File: src/rtl/rowpage_pkg.sv
package rowpage_pkg;
   localparam int unsigned BYTE_W = 8;
   typedef logic [BYTE_W-1:0] byte_t;
   typedef enum logic [2:0] {PH_IDLE, PH_DEV, PH_MEM, PH_WR, PH_RD} phase_t;
endpackage

File: src/rtl/i2c_line_sense.sv
module i2c_line_sense #(
   parameter int unsigned SYNC_STAGES = 2
) (
   input  logic clk,
   input  logic rst_n,
   input  logic scl_i,
   input  logic sda_i,
   output logic scl_s,
   output logic sda_s,
   output logic scl_rise,
   output logic scl_fall,
   output logic start_ev,
   output logic stop_ev
);
   // stage k holds {scl,sda} after k+1 flops; the last stage is the one-cycle-old copy
   logic [SYNC_STAGES:0][1:0] stg;

   always_ff @(posedge clk or negedge rst_n) begin
      if (!rst_n) stg <= '1;
      else        stg <= {stg[SYNC_STAGES-1:0], {scl_i, sda_i}};
   end

   logic scl_q, sda_q;
   assign scl_s    = stg[SYNC_STAGES-1][1];
   assign sda_s    = stg[SYNC_STAGES-1][0];
   assign scl_q    = stg[SYNC_STAGES][1];
   assign sda_q    = stg[SYNC_STAGES][0];
   assign scl_rise = scl_s & ~scl_q;
   assign scl_fall = ~scl_s & scl_q;
   assign start_ev = scl_s & scl_q & sda_q & ~sda_s;
   assign stop_ev  = scl_s & scl_q & ~sda_q & sda_s;
endmodule

File: src/rtl/nv_hold_timer.sv
module nv_hold_timer #(
   parameter int unsigned BUSY_CYCLES = 2000
) (
   input  logic clk,
   input  logic rst_n,
   input  logic arm,
   output logic busy
);
   if (BUSY_CYCLES == 0) begin : g_none
      assign busy = 1'b0;
   end else begin : g_count
      localparam int unsigned CW = $clog2(BUSY_CYCLES + 1);
      localparam logic [CW-1:0] LOAD = CW'(BUSY_CYCLES);
      logic [CW-1:0] cnt;
      always_ff @(posedge clk or negedge rst_n) begin
         if (!rst_n)          cnt <= '0;
         else if (arm)        cnt <= LOAD;
         else if (cnt != '0)  cnt <= cnt - 1'b1;
      end
      assign busy = (cnt != '0);
   end
endmodule

File: src/rtl/i2c_row_engine.sv
module i2c_row_engine
   import rowpage_pkg::*;
#(
   parameter int unsigned ROW_BYTES = 8,
   parameter logic [7:0]  NV_FIRST  = 8'h10,
   parameter logic [7:0]  NV_LAST   = 8'h3B,
   parameter logic [5:0]  DEV_HI    = 6'b110000
) (
   input  logic  clk,
   input  logic  rst_n,
   input  logic  sda_s,
   input  logic  scl_rise,
   input  logic  scl_fall,
   input  logic  start_ev,
   input  logic  stop_ev,
   input  logic  addr_pin,
   input  logic  busy,
   input  byte_t reg_rdata,
   output logic  sda_drv,
   output logic  reg_wr,
   output logic  reg_rd,
   output byte_t reg_addr,
   output byte_t reg_wdata,
   output logic  nv_done
);
   localparam int unsigned ROW_W = $clog2(ROW_BYTES);
   localparam logic [3:0]  BITS  = 4'd8;

   phase_t     ph;
   logic       in_ack, rd_dir, host_nack, nv_dirty, load_pend;
   logic [3:0] bitcnt;
   byte_t      shreg, tx, ptr, ptr_row_next;

   always_comb begin
      ptr_row_next = ptr;
      ptr_row_next[ROW_W-1:0] = ptr[ROW_W-1:0] + 1'b1;
   end

   function automatic logic in_nv(input byte_t a);
      return (a >= NV_FIRST) && (a <= NV_LAST);
   endfunction

   always_ff @(posedge clk or negedge rst_n) begin
      if (!rst_n) begin
         ph <= PH_IDLE; in_ack <= 1'b0; rd_dir <= 1'b0; host_nack <= 1'b0;
         nv_dirty <= 1'b0; load_pend <= 1'b0; bitcnt <= '0;
         shreg <= '0; tx <= '0; ptr <= '0; sda_drv <= 1'b0;
         reg_wr <= 1'b0; reg_rd <= 1'b0; reg_addr <= '0; reg_wdata <= '0; nv_done <= 1'b0;
      end else begin
         reg_wr  <= 1'b0;
         reg_rd  <= 1'b0;
         nv_done <= 1'b0;
         if (load_pend) begin
            tx        <= reg_rdata;
            ptr       <= ptr + 1'b1;
            load_pend <= 1'b0;
         end
         if (start_ev) begin
            ph <= PH_DEV; bitcnt <= '0; in_ack <= 1'b0; sda_drv <= 1'b0;
         end else if (stop_ev) begin
            ph <= PH_IDLE; in_ack <= 1'b0; sda_drv <= 1'b0;
            nv_done  <= nv_dirty;
            nv_dirty <= 1'b0;
         end else if (ph != PH_IDLE) begin
            if (!in_ack) begin
               if (scl_rise) begin
                  shreg  <= {shreg[6:0], sda_s};
                  bitcnt <= bitcnt + 1'b1;
               end else if (scl_fall && bitcnt == BITS) begin
                  bitcnt <= '0;
                  in_ack <= 1'b1;
                  case (ph)
                     PH_DEV: begin
                        if (shreg[7:1] == {DEV_HI, addr_pin} && !busy) begin
                           sda_drv <= 1'b1;
                           rd_dir  <= shreg[0];
                           if (shreg[0]) begin
                              reg_rd <= 1'b1; reg_addr <= ptr; load_pend <= 1'b1;
                           end
                        end else begin
                           ph <= PH_IDLE; in_ack <= 1'b0;
                        end
                     end
                     PH_MEM: begin
                        ptr <= shreg; sda_drv <= 1'b1;
                     end
                     PH_WR: begin
                        reg_wr <= 1'b1; reg_addr <= ptr; reg_wdata <= shreg;
                        ptr <= ptr_row_next; sda_drv <= 1'b1;
                        if (in_nv(ptr)) nv_dirty <= 1'b1;
                     end
                     default: sda_drv <= 1'b0;
                  endcase
               end else if (scl_fall && ph == PH_RD && bitcnt != '0) begin
                  sda_drv <= ~tx[3'd7 - bitcnt[2:0]];
               end
            end else begin
               if (scl_rise && ph == PH_RD) begin
                  host_nack <= sda_s;
                  if (!sda_s) begin
                     reg_rd <= 1'b1; reg_addr <= ptr; load_pend <= 1'b1;
                  end
               end else if (scl_fall) begin
                  in_ack <= 1'b0;
                  case (ph)
                     PH_DEV: begin
                        if (rd_dir) begin ph <= PH_RD; sda_drv <= ~tx[7]; end
                        else begin ph <= PH_MEM; sda_drv <= 1'b0; end
                     end
                     PH_MEM: begin ph <= PH_WR; sda_drv <= 1'b0; end
                     PH_RD: begin
                        if (host_nack) begin ph <= PH_IDLE; sda_drv <= 1'b0; end
                        else sda_drv <= ~tx[7];
                     end
                     default: sda_drv <= 1'b0;
                  endcase
               end
            end
         end
      end
   end
endmodule

File: src/rtl/rowpage_i2c_target.sv
module rowpage_i2c_target
   import rowpage_pkg::*;
#(
   parameter int unsigned ROW_BYTES   = 8,
   parameter logic [7:0]  NV_FIRST    = 8'h10,
   parameter logic [7:0]  NV_LAST     = 8'h3B,
   parameter logic [5:0]  DEV_HI      = 6'b110000,
   parameter int unsigned BUSY_CYCLES = 2000,
   parameter int unsigned SYNC_STAGES = 2
) (
   input  logic       clk,
   input  logic       rst_n,
   input  logic       scl_i,
   input  logic       sda_i,
   input  logic       addr_pin,
   output logic       sda_oe,
   output logic       reg_wr,
   output logic       reg_rd,
   output logic [7:0] reg_addr,
   output logic [7:0] reg_wdata,
   input  logic [7:0] reg_rdata,
   output logic       nv_busy
);
   if (ROW_BYTES < 2 || ROW_BYTES > 256 || (ROW_BYTES & (ROW_BYTES - 1)) != 0) begin : g_bad_row
      $error("ROW_BYTES must be a power of two from 2 to 256");
   end
   if (SYNC_STAGES < 2) begin : g_bad_sync
      $error("SYNC_STAGES must be at least 2");
   end
   if (NV_FIRST > NV_LAST) begin : g_bad_nv
      $error("NV_FIRST must not exceed NV_LAST");
   end

   logic scl_s, sda_s, scl_rise, scl_fall, start_ev, stop_ev, nv_done;

   i2c_line_sense #(.SYNC_STAGES(SYNC_STAGES)) sense_i (
      .clk(clk), .rst_n(rst_n), .scl_i(scl_i), .sda_i(sda_i),
      .scl_s(scl_s), .sda_s(sda_s), .scl_rise(scl_rise), .scl_fall(scl_fall),
      .start_ev(start_ev), .stop_ev(stop_ev)
   );

   i2c_row_engine #(
      .ROW_BYTES(ROW_BYTES), .NV_FIRST(NV_FIRST), .NV_LAST(NV_LAST), .DEV_HI(DEV_HI)
   ) engine_i (
      .clk(clk), .rst_n(rst_n), .sda_s(sda_s), .scl_rise(scl_rise), .scl_fall(scl_fall),
      .start_ev(start_ev), .stop_ev(stop_ev), .addr_pin(addr_pin), .busy(nv_busy),
      .reg_rdata(reg_rdata), .sda_drv(sda_oe), .reg_wr(reg_wr), .reg_rd(reg_rd),
      .reg_addr(reg_addr), .reg_wdata(reg_wdata), .nv_done(nv_done)
   );

   nv_hold_timer #(.BUSY_CYCLES(BUSY_CYCLES)) timer_i (
      .clk(clk), .rst_n(rst_n), .arm(nv_done), .busy(nv_busy)
   );

   logic unused_scl_s;
   assign unused_scl_s = scl_s;
endmodule

File: config.mk
export PLATFORM = sky130hd
export DESIGN_NAME = rowpage_i2c_target
export DESIGN_NICKNAME = d
export VERILOG_FILES = /design/src/rtl/rowpage_pkg.sv /design/src/rtl/i2c_line_sense.sv /design/src/rtl/nv_hold_timer.sv /design/src/rtl/i2c_row_engine.sv /design/src/rtl/rowpage_i2c_target.sv
export SDC_FILE = /design/constraint.sdc
export NUM_CORES = 1
export LEC_CHECK = 0
export BUFFER_PORTS_ARGS = -buffer_cell sky130_fd_sc_hd__buf_2
export CAP_MARGIN = 5
export CORE_MARGIN = 5
export CORE_UTILIZATION = 43
export DETAILED_ROUTE_END_ITERATION = 6
export GPL_ROUTABILITY_DRIVEN = 0
export PLACE_DENSITY = 0.65
export SYNTH_ARGS = -nofsm -noshare
export SYNTH_HDL_FRONTEND = slang
export SYNTH_SLANG_ARGS = --single-unit
File: constraint.sdc
create_clock -name clk -period 7.7 [get_ports clk]
set_input_delay 2.31 -clock clk [delete_from_list [all_inputs] [get_ports clk]]
set_output_delay 2.31 -clock clk [all_outputs]
set_load 0.02 [all_outputs]
After elaboration in Yosys (flattened, before gate mapping)
Cells that the tools add are included.
Word-level totals
  register bits: 72
  bits of input ports: 13
  logic and storage cells: 191
Operators by class
  add/sub/neg operators: 5
  $lt $le $gt $ge: 3
  equal/unequal tests: 22
  muxes and demuxes: 90
  bitwise logic cells: 17
  reductions and logical operators: 34
Operators with widths (number)
  two-way mux 8 bit: 14
  two-way mux 1 bit: 50
  two-way mux 3 bit: 12
  case mux 8 bit (2 select lines): 2
  two-way mux 4 bit: 6
  two-way mux 11 bit: 2
  AND reduction 7 bit: 2
  nonzero test 2 bit: 7
  nonzero test 3 bit: 4
  nonzero test 4 bit: 3
  nonzero test 11 bit: 1
  subtractor 11 x 1 -> 11 bit (second input constant): 1
  NOT 1 bit: 10
  AND reduction 10 bit: 1
  AND reduction 5 bit: 2
  nonzero test 5 bit: 2
  case mux 3 bit (3 select lines): 1
  AND reduction 9 bit: 1
  adder 8 x 1 -> 8 bit (second input constant): 1
  >= comparator 8 x 5 -> 1 bit (second input constant): 1
  <= comparator 8 x 6 -> 1 bit (second input constant): 1
  != test 2 bit (second input constant): 4
  != test 4 x 1 -> 1 bit (second input constant): 2
  AND reduction 8 bit: 1
  24 further kinds: 40

Logic depth before layout (Yosys ltp)
  depth after elaboration: 11
  gate-level depth with buffers: 9
  depth with buffers taken out: 8

Cells and area by module
Synthesis repeated with hierarchy kept, for this count alone.
Second synthesis, totals
  cell total of the unflattened synthesis: 328
  area total of the unflattened synthesis: 3628.5 um^2
By module, submodules not included
  i2c_row_engine: times used 1, cells each 256, area an instance 2845.2 um^2, sequential area each 1376.3 um^2
  nv_hold_timer: times used 1, cells each 62, area an instance 593.1 um^2, sequential area each 275.3 um^2
  i2c_line_sense: times used 1, cells each 10, area an instance 190.2 um^2, sequential area each 157.7 um^2

Least setup slack after synthesis
OpenSTA, ideal clock, no wires.
  path kind: reg-to-output
  start: register timer_i.g_count.cnt[0]
  end: output nv_busy
  data arrival time: 1.798 ns
  setup slack: 3.592 ns
  stages on the path, launching flop included: 6
  buffers on the path: 1
  cells stage by stage: dfrtp_1 > inv_1 > ha_1 > or4b_2 > or3_1 > clkbuf_1
On the way
  word-level cells in the longest chain between the ends: 1
RTL lines
  from (decl): RTL line nv_hold_timer.sv:14  | logic [CW-1:0] cnt;
  from (signal assigned): RTL line nv_hold_timer.sv:18  | else if (cnt != '0) cnt <= cnt - 1'b1;
  nonzero test 11 bit: RTL line nv_hold_timer.sv:20  | assign busy = (cnt != '0);
  to (decl): RTL line rowpage_i2c_target.sv:22  | output logic nv_busy
Every way passes these cells.

Final worst setup path
Ends and elaborated chain as after synthesis.

==> results.sh <==
export IMPL_hp_class="flop to flop"
export IMPL_final_cell_mix="66 x sky130_fd_sc_hd__dfrtp_1, 34 x sky130_fd_sc_hd__mux2_2, 32 x sky130_fd_sc_hd__buf_2"
export IMPL_cts_buffer_depth=2
export IMPL_dieHeight_um=101
export IMPL_place_detailed_instances=446
export IMPL_clkLatencyLatePin_ns=0.35
export IMPL_setup_viol=0
export IMPL_peakVddDrop_mv=0.0857
export IMPL_floorplan_io_pins=33
export IMPL_final_antenna_net_count=0
export IMPL_cellPowerDensity_mw_per_mm2=231
export IMPL_syn_mean_instance_area_sq_um=11.0
export IMPL_max_slew_worst_pin_slew_ns=0.904
export IMPL_synth_seq_cells=72
export IMPL_outcome="complete, no violations"
export IMPL_async_reset_ff_frac=1.00
export IMPL_grt_start_max_net_pins=73
export IMPL_netlist_instances=323
export IMPL_synth_edff_count=0
export IMPL_post_drt_wl_per_cell_um=15.9
export IMPL_areaGrowthSynthToFinish_pct=12.7
export IMPL_min_period_ns=4.70
export IMPL_setup_total_negative_slack_ns=0
export IMPL_post_synth_num_cell_types=53
export IMPL_crit_path_max_fanout=7
export IMPL_period_share=0.610
export IMPL_synth_sequential_area_ratio=0.510
export IMPL_synthFlopType="sky130_fd_sc_hd__dfrtp_1"
export IMPL_sort_of_element_at_the_end_of_the_critical_path="output port"
export IMPL_wl_mm=7.34
export IMPL_drtIter0Drc=125
export IMPL_die_width_um=101
export IMPL_cts_root_buffer="sky130_fd_sc_hd__clkbuf_8"
export IMPL_worst_path_max_delay_cell="sky130_fd_sc_hd__or4b_2"
export IMPL_cts_clk_slew_worst_paths_ns=0.08
export IMPL_finalMaxSlewViolations=0
export IMPL_first_pass_grt_wire_length_mm=12.6
export IMPL_viasPerCell=5.67
export IMPL_timing_setup_critical_path_class="flop to output port"
export IMPL_grt_ovfl_total=0
export IMPL_fraction_of_layout_instances_using_a_drive_strength_above_1=0.277
export IMPL_antenna_found_initial=0
export IMPL_setup_repair_after_global_routing_missed_its_margin="no"
export IMPL_placement_rows=33
export IMPL_syn_nets=342
export IMPL_cts_sink_count=72
export IMPL_cts_buffers=9
export IMPL_globalRouteTotalUtil=0.158
export IMPL_leakagePower_nw=1.86
export IMPL_post_cts_hold_buffer_count=0
export IMPL_dp_hpwl_mm=5.06
export IMPL_drcViolationCount=0
export IMPL_cts_repair_resize_count=0
export IMPL_number_of_global_route_vias_before_repair=2588
export IMPL_cp_cell_sequence="inv_1 -> ha_1 -> or4b_2 -> or3_1 -> buf_2"
export IMPL_cts_tree="built"
export IMPL_layoutNonFillerInstCount=462
export IMPL_first_pass_iters=4
export IMPL_full_die_area_sq_mm=0.0102
export IMPL_worst_slew_margin_rel=0.394
export IMPL_timing_critical_path_required_ns=5.39
export IMPL_final_common_cell="sky130_fd_sc_hd__dfrtp_1"
export IMPL_syn_area_sq_mm=0.00354
export IMPL_synth_warning_count=0
export IMPL_worst_clock_skew_ns=0.00955
export IMPL_initial_core_util=0.436
export IMPL_vias=2621
export IMPL_nNetsFinal=371
export IMPL_critical_path_max_stage_delay_ns=0.66
export IMPL_clock_tree_htree_level_count=3
export IMPL_post_cts_setup_buffer_count=0
export IMPL_worst_setup_path_start_kind="flop"
export IMPL_port_buffers=32
export IMPL_core_region_area_sq_mm=0.00813
export IMPL_maxClockFrequency_ghz=0.213
export IMPL_arrival_time_at_the_worst_endpoint_ns=2.39
export IMPL_antennaDiodeCount=0
export IMPL_max_capacitance_violation_total=0
export IMPL_finalHoldViolCount=0
## cells by family after synthesis
logic type | Yosys count | share of synthesized area
compound gates | 70 | 0.134
mux | 39 | 0.126
flops | 72 | 0.510
simple gates | 101 | 0.161
xor+xnor | 7 | 0.0173
fa+ha+maj | 6 | 0.0212
buf+inv | 28 | 0.0297
## worst max-delay path, delay by kind of cell (launching register included)
| family | cells | cell delay (ns) |
|---|---|---|
| and+or+nand+nor | 2 | 1.13 |
| adders and majority gates | 1 | 0.16 |
| buffers and inverters | 2 | 0.32 |
| DFF | 1 | 0.43 |
## cell usage after synthesis, types with 2 or more instances
cell type,number,area share
sky130_fd_sc_hd__nand2b_1,7,0.012
sky130_fd_sc_hd__nor2_1,21,0.022
sky130_fd_sc_hd__dfrtp_1,66,0.47
sky130_fd_sc_hd__a211oi_1,5,0.011
sky130_fd_sc_hd__a22oi_1,2,0.0042
sky130_fd_sc_hd__dfstp_2,6,0.044
sky130_fd_sc_hd__o31ai_1,4,0.0085
sky130_fd_sc_hd__buf_1,2,0.0021
sky130_fd_sc_hd__and4_1,3,0.0074
sky130_fd_sc_hd__nand3_1,8,0.011
sky130_fd_sc_hd__mux2_2,34,0.11
sky130_fd_sc_hd__nand2_1,17,0.018
sky130_fd_sc_hd__nor4_1,3,0.0053
sky130_fd_sc_hd__a41oi_1,2,0.0049
sky130_fd_sc_hd__xor2_1,2,0.0049
sky130_fd_sc_hd__xnor2_1,5,0.012
sky130_fd_sc_hd__a22o_1,2,0.0049
sky130_fd_sc_hd__o22ai_1,3,0.0053
sky130_fd_sc_hd__nor3_1,8,0.011
sky130_fd_sc_hd__nand3b_1,5,0.011
sky130_fd_sc_hd__o2bb2ai_1,2,0.0049
sky130_fd_sc_hd__o311ai_0,2,0.0049
sky130_fd_sc_hd__nand4_1,3,0.0053
sky130_fd_sc_hd__a21oi_1,13,0.018
sky130_fd_sc_hd__o211ai_1,3,0.0064
sky130_fd_sc_hd__mux2i_1,4,0.011
sky130_fd_sc_hd__inv_1,12,0.013
sky130_fd_sc_hd__a311oi_1,2,0.0049
sky130_fd_sc_hd__or3_1,7,0.012
sky130_fd_sc_hd__clkbuf_1,14,0.015
sky130_fd_sc_hd__a31oi_1,2,0.0035
sky130_fd_sc_hd__o21ai_0,21,0.030
sky130_fd_sc_hd__nor2b_1,7,0.012
sky130_fd_sc_hd__nor4b_1,2,0.0049
sky130_fd_sc_hd__ha_1,6,0.021
## path summary, 6_finish.rpt
check	slack, ns	startpoint	depth (start not counted)	endpoint
worst max-delay path	3.00	timer_i.g_count.cnt[0]	5	nv_busy
worst min-delay path	0.36	sense_i.stg[1]	0	sense_i.scl_s
worst max register to register	5.02	timer_i.g_count.cnt[0]	6	engine_i.reg_addr[1]
max in group asynchronous	4.95	rst_n	2	engine_i.in_ack
min in group asynchronous	2.17	rst_n	2	engine_i.rd_dir
worst min register to register	0.36	sense_i.stg[1]	0	sense_i.scl_s
## layer usage
layer | vias to the layer above | part of all wire | track usage
met5 | - | 0 | 0
met4 | 0 | 0.021 | 0.0684
met3 | 16 | 0.043 | 0.0436
met2 | 55 | 0.47 | 0.239
met1 | 1305 | 0.47 | 0.211
li1 | 1245 | - | -
## registers in the layout, summed over array words and instances (netlist names), 2 cells and up
name                 count
timer_i.g_count.cnt     11
engine_i.ptr             8
engine_i.tx              8
engine_i.reg_addr        8
engine_i.bitcnt          4
engine_i.ph              3
engine_i.reg_wdata       8
engine_i.shreg           8
sense_i.stg              2
## power breakdown
group / switching, W / total (W) / internal (W)
clock: 0.000141 / 0.000299 / 0.000158
sequential: 0.0000619 / 0.000477 / 0.000415
combinational: 0.0000738 / 0.000148 / 0.0000744
total: 0.000277 / 0.000924 / 0.000647
## area by class of cell
type | count | area [sq um]
multi-input cells | 223 | 1640
fillers | 741 | 4140
clock inverters | 5 | 56.3
flip-flops and latches | 72 | 1810
repair buffers | 34 | 175
well taps | 105 | 131
inverters | 12 | 45.0
clock buffers | 11 | 141
## metrics by stage
step / util / hold WS [ns] / power (W) / setup slack, ns / instance area (sq um)
floorplan: - / 0.345 / 0.000581 / 3.59 / 3540
global placement: 0.467 / 0.347 / 0.000630 / 3.45 / 3800
detailed placement: 0.467 / 0.348 / 0.000634 / 3.39 / 3800
CTS: 0.491 / 0.358 / 0.000936 / 3.00 / 3990
global route: 0.491 / 0.364 / 0.000976 / 2.90 / 3990
finish: 0.491 / 0.357 / 0.000924 / 3.00 / 3990
(Power assumes the default switching activity.)
